--- src/rtl/ixn_pkg.sv ---
// Shared types for the interaction unit.
// Assumes: nothing beyond the standard.
package ixn_pkg;
    typedef enum logic [1:0] {
        ST_IDLE,
        ST_DENSE,
        ST_MAC,
        ST_PAIR
    } eng_state_t;
endpackage

--- src/rtl/ixn_bank.sv ---
// Ping-pong sample store: two buffers of V vectors each.
// Loads one vector per accepted beat and marks a buffer full after V beats.
// Offers two combinational read ports into one chosen buffer.
// Assumes: the engine releases only a buffer it has finished reading.
module ixn_bank #(
    parameter int V   = 4,
    parameter int DIM = 4,
    parameter int DW  = 16,
    localparam int VW = (V > 1) ? $clog2(V) : 1,
    localparam int BW = DIM * DW
) (
    input  logic          clk,
    input  logic          rst_n,
    input  logic          in_valid,
    input  logic [BW-1:0] in_data,
    output logic          in_ready,
    input  logic          rd_buf,
    input  logic [VW-1:0] rd_idx_a,
    input  logic [VW-1:0] rd_idx_b,
    output logic [BW-1:0] rd_vec_a,
    output logic [BW-1:0] rd_vec_b,
    input  logic          release_buf,
    output logic [1:0]    full
);
    logic [BW-1:0] mem [2*V];
    logic          wr_sel;
    logic [VW-1:0] wcnt;
    logic          accept;
    logic          load_done;

    assign in_ready  = !full[wr_sel];
    assign accept    = in_valid && in_ready;
    assign load_done = accept && (wcnt == VW'(V - 1));

    // Storage write, no reset needed for data.
    always_ff @(posedge clk) begin
        if (accept) mem[int'(wr_sel) * V + int'(wcnt)] <= in_data;
    end

    // Write pointer and buffer occupancy flags.
    always_ff @(posedge clk) begin
        if (!rst_n) begin
            wr_sel <= 1'b0;
            wcnt   <= '0;
            full   <= 2'b00;
        end else begin
            if (accept) begin
                if (load_done) begin
                    wcnt   <= '0;
                    wr_sel <= ~wr_sel;
                end else begin
                    wcnt <= wcnt + 1'b1;
                end
            end
            for (int b = 0; b < 2; b++) begin
                full[b] <= (full[b] && !(release_buf && (rd_buf == b[0])))
                         || (load_done && (wr_sel == b[0]));
            end
        end
    end

    // Read ports for the engine.
    always_comb begin
        rd_vec_a = mem[int'(rd_buf) * V + int'(rd_idx_a)];
        rd_vec_b = mem[int'(rd_buf) * V + int'(rd_idx_b)];
    end
endmodule

--- src/rtl/ixn_pair_seq.sv ---
// Walks the strict upper triangle (i<j) in row-major order.
// Assumes: V >= 2; step is not issued once last is high.
module ixn_pair_seq #(
    parameter int V  = 4,
    localparam int VW = (V > 1) ? $clog2(V) : 1
) (
    input  logic          clk,
    input  logic          rst_n,
    input  logic          restart,
    input  logic          step,
    output logic [VW-1:0] idx_i,
    output logic [VW-1:0] idx_j,
    output logic          last
);
    // Pair index registers.
    always_ff @(posedge clk) begin
        if (!rst_n || restart) begin
            idx_i <= '0;
            idx_j <= VW'(1);
        end else if (step) begin
            if (idx_j == VW'(V - 1)) begin
                idx_i <= idx_i + 1'b1;
                idx_j <= idx_i + VW'(2);
            end else begin
                idx_j <= idx_j + 1'b1;
            end
        end
    end

    assign last = (idx_i == VW'(V - 2)) && (idx_j == VW'(V - 1));
endmodule

--- src/rtl/ixn_mac.sv ---
// Multiply-accumulate lanes: adds LANES signed products per enabled cycle.
// On the first chunk of a dot product the old sum is dropped.
// Assumes: ACC_W is wide enough for the full dot product.
module ixn_mac #(
    parameter int LANES = 2,
    parameter int DW    = 16,
    parameter int ACC_W = 34,
    localparam int CW   = LANES * DW
) (
    input  logic                    clk,
    input  logic                    rst_n,
    input  logic                    en,
    input  logic                    first,
    input  logic [CW-1:0]           a,
    input  logic [CW-1:0]           b,
    output logic signed [ACC_W-1:0] acc
);
    logic signed [2*DW-1:0]  prod [LANES];
    logic signed [ACC_W-1:0] chunk_sum;

    for (genvar l = 0; l < LANES; l++) begin : g_lane
        // One signed multiplier per lane.
        assign prod[l] = $signed(a[l*DW +: DW]) * $signed(b[l*DW +: DW]);
    end

    // Adder tree over the lanes.
    always_comb begin
        chunk_sum = '0;
        for (int l = 0; l < LANES; l++) chunk_sum = chunk_sum + ACC_W'(prod[l]);
    end

    // Accumulator register.
    always_ff @(posedge clk) begin
        if (!rst_n)    acc <= '0;
        else if (en)   acc <= first ? chunk_sum : acc + chunk_sum;
    end
endmodule

--- src/rtl/ixn_unit.sv ---
// Pairwise dot-product interaction unit (top).
// Streams the dense vector, then every i<j dot product of the stored sample.
// Assumes: NUM_TABLES >= 1, DIM divisible by LANES, DW <= OUT_W <= ACC_W.
module ixn_unit
    import ixn_pkg::*;
#(
    parameter int NUM_TABLES = 3,
    parameter int DIM        = 4,
    parameter int DW         = 16,
    parameter int LANES      = 2,
    parameter int OUT_W      = 32,
    parameter int OUT_SHIFT  = 0
) (
    input  logic               clk,
    input  logic               rst_n,
    input  logic               in_valid,
    output logic               in_ready,
    input  logic [DIM*DW-1:0]  in_data,
    output logic               out_valid,
    input  logic               out_ready,
    output logic [OUT_W-1:0]   out_data,
    output logic               out_last
);
    localparam int V      = NUM_TABLES + 1;
    localparam int VW     = (V > 1) ? $clog2(V) : 1;
    localparam int CHUNKS = DIM / LANES;
    localparam int KW     = (CHUNKS > 1) ? $clog2(CHUNKS) : 1;
    localparam int EW     = (DIM > 1) ? $clog2(DIM) : 1;
    localparam int ACC_W  = 2 * DW + $clog2(DIM);
    localparam int LW     = LANES * DW;

    eng_state_t        state;
    logic              rd_sel;
    logic [EW-1:0]     ecnt;
    logic [KW-1:0]     chunk;
    logic [1:0]        full;
    logic [DIM*DW-1:0] vec_a, vec_b;
    logic [VW-1:0]     pi, pj;
    logic              plast;
    logic              hs;
    logic              seq_restart, seq_step, mac_en, release_buf;
    logic signed [ACC_W-1:0] acc, shifted;
    logic [DW-1:0]     dense_elem;

    ixn_bank #(.V(V), .DIM(DIM), .DW(DW)) u_bank (
        .clk(clk), .rst_n(rst_n),
        .in_valid(in_valid), .in_data(in_data), .in_ready(in_ready),
        .rd_buf(rd_sel), .rd_idx_a(pi), .rd_idx_b(pj),
        .rd_vec_a(vec_a), .rd_vec_b(vec_b),
        .release_buf(release_buf), .full(full)
    );

    ixn_pair_seq #(.V(V)) u_seq (
        .clk(clk), .rst_n(rst_n),
        .restart(seq_restart), .step(seq_step),
        .idx_i(pi), .idx_j(pj), .last(plast)
    );

    ixn_mac #(.LANES(LANES), .DW(DW), .ACC_W(ACC_W)) u_mac (
        .clk(clk), .rst_n(rst_n),
        .en(mac_en), .first(chunk == '0),
        .a(vec_a[int'(chunk) * LW +: LW]),
        .b(vec_b[int'(chunk) * LW +: LW]),
        .acc(acc)
    );

    // Handshake and control strobes derived from the engine state.
    always_comb begin
        hs          = out_valid && out_ready;
        seq_restart = (state == ST_IDLE);
        seq_step    = (state == ST_PAIR) && hs && !plast;
        mac_en      = (state == ST_MAC);
        release_buf = (state == ST_PAIR) && hs && plast;
    end

    // Engine sequencing: dense words, then compute and emit each pair.
    always_ff @(posedge clk) begin
        if (!rst_n) begin
            state  <= ST_IDLE;
            rd_sel <= 1'b0;
            ecnt   <= '0;
            chunk  <= '0;
        end else begin
            case (state)
                ST_IDLE: begin
                    ecnt <= '0;
                    if (full[rd_sel]) state <= ST_DENSE;
                end
                ST_DENSE: if (hs) begin
                    if (ecnt == EW'(DIM - 1)) begin
                        chunk <= '0;
                        state <= ST_MAC;
                    end else begin
                        ecnt <= ecnt + 1'b1;
                    end
                end
                ST_MAC: begin
                    if (chunk == KW'(CHUNKS - 1)) begin
                        chunk <= '0;
                        state <= ST_PAIR;
                    end else begin
                        chunk <= chunk + 1'b1;
                    end
                end
                ST_PAIR: if (hs) begin
                    if (plast) begin
                        rd_sel <= ~rd_sel;
                        state  <= ST_IDLE;
                    end else begin
                        state <= ST_MAC;
                    end
                end
                default: state <= ST_IDLE;
            endcase
        end
    end

    // Output word formatting.
    always_comb begin
        dense_elem = vec_a[int'(ecnt) * DW +: DW];
        shifted    = acc >>> OUT_SHIFT;
        out_valid  = (state == ST_DENSE) || (state == ST_PAIR);
        out_last   = (state == ST_PAIR) && plast;
        if (state == ST_DENSE)
            out_data = {{(OUT_W - DW){dense_elem[DW-1]}}, dense_elem};
        else
            out_data = shifted[OUT_W-1:0];
    end
endmodule

--- config.mk ---
export PLATFORM = sky130hd
export DESIGN_NAME = ixn_unit
export DESIGN_NICKNAME = d
export VERILOG_FILES = /design/src/rtl/ixn_pkg.sv /design/src/rtl/ixn_bank.sv /design/src/rtl/ixn_pair_seq.sv /design/src/rtl/ixn_mac.sv /design/src/rtl/ixn_unit.sv
export SDC_FILE = /design/constraint.sdc
export NUM_CORES = 2
export LEC_CHECK = 0
export ABC_AREA = 1
export BUFFER_PORTS_ARGS = -buffer_cell sky130_fd_sc_hd__buf_2
export CAP_MARGIN = 40
export CORE_MARGIN = 10
export CORE_UTILIZATION = 32
export DETAILED_ROUTE_END_ITERATION = 12
export HOLD_SLACK_MARGIN = 0.03
export PLACE_DENSITY = 0.47
export SLEW_MARGIN = 20
export SYNTH_ARGS = -nofsm -noshare
export SYNTH_HDL_FRONTEND = slang
export SYNTH_SLANG_ARGS = --single-unit
--- constraint.sdc ---
create_clock -name clk -period 11.2 [get_ports clk]
set_input_delay 0.56 -clock clk [delete_from_list [all_inputs] [get_ports clk]]
set_output_delay 0.56 -clock clk [all_outputs]
set_load 0.02 [all_outputs]
==> results.sh <==
export IMPL_die_h_um=420
export IMPL_ys_seq_area_frac=0.319
export IMPL_r2r_start="u_seq.idx_j[1]"
export IMPL_grt_antenna_before_repair=21
export IMPL_clockBufferDepth=3
export IMPL_instances_no_fill=8105
export IMPL_hold_viol_final=0
export IMPL_insertion_delay_ns=0.68
export IMPL_crit_path_max_incr_delay_ns=0.80
export IMPL_initial_core_util=0.323
export IMPL_grt_pass1_vias=41000
export IMPL_max_slew_margin=0.400
export IMPL_synth_largest_area_cell="edfxtp_1"
export IMPL_place_hpwl_um=132000
export IMPL_overflow=0
export IMPL_via_count=40500
export IMPL_r2r_slack_ns=0.52
export IMPL_drt_total_wl_um=173000
export IMPL_whs_path_depth=1
export IMPL_cp_common_cell="fa_1"
export IMPL_setup_viol=0
export IMPL_yosys_warnings=0
export IMPL_dominantRegCellSynth="edfxtp_1"
export IMPL_worstPathArrival_ns=11.21
export IMPL_cp_required_ns=11.73
export IMPL_mostFrequentLayoutCells="1196 x inv_1, 1129 x nand2_1, 573 x fa_1"
export IMPL_ant_nets=0
export IMPL_drt_pass1_iterations=6
export IMPL_avgSynthCellArea_sq_um=8.65
export IMPL_ys_async_sr_fraction=0
export IMPL_die_width_um=420
export IMPL_synth_edf_count=512
export IMPL_htreeDepth=3
export IMPL_fin_crit_ns=10.68
export IMPL_path_clk_slew_ns=0.06
export IMPL_path_class="flop to flop"
export IMPL_yosys_register_bits=559
export IMPL_cts_inserted_buffers=70
export IMPL_maxCapViolations=0
export IMPL_cts_root_buf="clkbuf_16"
export IMPL_status="finished, final reports clean"
export IMPL_grt_pass1_wl_um=260000
export IMPL_max_freq_mhz=93.6
export IMPL_crit_path_max_fanout=50
export IMPL_reg2reg_depth=41
export IMPL_area_growth_pct=10.7
export IMPL_yosysUniqueCellTypes=58
export IMPL_post_drt_wl_per_cell_um=21.4
export IMPL_min_delay_start="in_data[38]"
export IMPL_netlist_area_sq_um=51200
export IMPL_yosys_area_top_type_share=0.301
export IMPL_core_rowCount=146
export IMPL_synth_area_top_cells="edfxtp_1 30%, fa_1 22%, inv_1 8.8%"
export IMPL_maxSlewViolCount=0
export IMPL_core_area_sq_um=159000
export IMPL_vias_per_cell=4.99
export IMPL_ctsHoldBuffers=0
export IMPL_grt_usage=0.195
export IMPL_fin_nets=6798
export IMPL_synth_cells=5915
export IMPL_grt_busiest_layer="met2"
export IMPL_worstMarginPinSlew_ns=0.896
export IMPL_grt_start_max_net_pins=99
export IMPL_boundaryPins=103
export IMPL_fin_worst_skew_ns=0.0321
export IMPL_cts_tree="yes"
export IMPL_drive_above_1_share=0.0959
export IMPL_gr_usage_met2=0.335
export IMPL_hold_path_end="u_bank.mem[6][38]"
export IMPL_rsz0062_at_grt="false"
export IMPL_worstSetupStartpointType="flop"
export IMPL_totalNegativeSetupSlack_ns=0
export IMPL_grt_met3_usage=0.0290
export IMPL_routabilityCongestion=0.924
export IMPL_route_detailed_drc=0
export IMPL_port_buffer_count=102
export IMPL_r2r_end="u_mac.acc[29]"
export IMPL_hold_path_class="primary input to flop"
export IMPL_final_common_cell="inv_1"
export IMPL_met1_usage=0.252
export IMPL_cp_slowest_cell="dfxtp_4"
export IMPL_cts_num_sinks=559
export IMPL_drt_iter0_drc=3308
export IMPL_critPathCaptureType="flop"
export IMPL_synth_nets=6742
export IMPL_placed_cells=7969
export IMPL_fin_crit_sh=0.953
export IMPL_die_area_sq_um=176000
export IMPL_fillers=16400
[worst max path at each step]
stage / start / to / depth (start not counted)
after CTS: u_seq.idx_i[0] / u_mac.acc[29] / 41
after global placement: u_seq.idx_i[0] / u_mac.acc[29] / 41
after floorplan: u_seq.idx_j[0] / u_mac.acc[31] / 43
final: u_seq.idx_j[1] / u_mac.acc[29] / 41
after global routing: u_seq.idx_j[1] / u_mac.acc[29] / 41
after detailed placement: u_seq.idx_i[0] / u_mac.acc[29] / 41
[synth_stat cells (57+ instances only)]
library cell / count
a21oi_1: 399
buf_2: 94
buf_4: 57
clkbuf_1: 88
edfxtp_1: 512
fa_1: 573
ha_1: 186
inv_1: 1197
inv_2: 75
nand2_1: 1129
nand3_1: 153
nor2_1: 286
o211ai_1: 67
o21ai_0: 513
o21ai_1: 171
[area by class of cell]
class / instances / area [sq um] / area share
diodes: 4 / 10.0 / 0.000177
clock buffers: 78 / 1780 / 0.0315
clock inverters: 52 / 639 / 0.0113
inverters: 1274 / 4790 / 0.0845
multi-input cells: 3779 / 28300 / 0.499
flip-flops and latches: 559 / 16300 / 0.288
well taps: 2072 / 2590 / 0.0458
repair buffers: 287 / 2240 / 0.0396
[cells by family after synthesis]
group | share of synthesized area
AO/OA/AOI/OAI | 0.148
flip-flops | 0.319
buffers and inverters | 0.130
XOR/XNOR | 0.00479
multiplexers | 0.000636
adder cells (fa/ha/maj) | 0.270
AND/OR/NAND/NOR | 0.128
[per-stage QoR]
| step | cell area [sq um] | utilization | worst slack [ns] | hold slack, ns |
|---|---|---|---|---|
| floorplan | 51200 | - | 2.53 | 0.463 |
| global placement | 54000 | 0.341 | 0.358 | 0.484 |
| detailed placement | 54200 | 0.342 | 0.489 | 0.491 |
| CTS | 56600 | 0.357 | 0.426 | 0.112 |
| global route | 56600 | 0.357 | 0.0305 | 0.139 |
| finish | 56700 | 0.357 | 0.522 | 0.165 |
[worst max-delay path, delay by kind of cell (launching register included)]
kind | cells | cell delay, ns
compound gates | 8 | 1.45
buf+inv | 9 | 1.25
simple gates | 13 | 1.87
flops | 1 | 0.80
fa+ha+maj | 10 | 4.69
xor+xnor | 1 | 0.40
[flip-flops by register name, summed over array words and instances (netlist names)]
signal / count
u_seq.idx_i: 2
u_bank.wr_sel: 1
chunk: 1
u_seq.idx_j: 2
state: 2
rd_sel: 1
u_bank.full: 2
u_mac.acc: 32
ecnt: 2
u_bank.wcnt: 2
u_bank.mem: 512
[metal layers]
layer / part of all wire / wire [um] / up-vias
met1: 0.43 / 74200 / 20100
li1: - / - / 19000
met2: 0.49 / 84200 / 1148
met5: 0.00059 / 103 / -
met3: 0.054 / 9290 / 220
met4: 0.033 / 5690 / 16
[repair_timing]
item,in CTS,in global routing
hold endpoints to repair,0,0
resized for setup,0,1
setup buffers,0,1
endpoints found under the setup margin,0,6
Power is not shown: default switching activity piles up to over one toggle a cycle in this logic, so the estimate is an artifact.
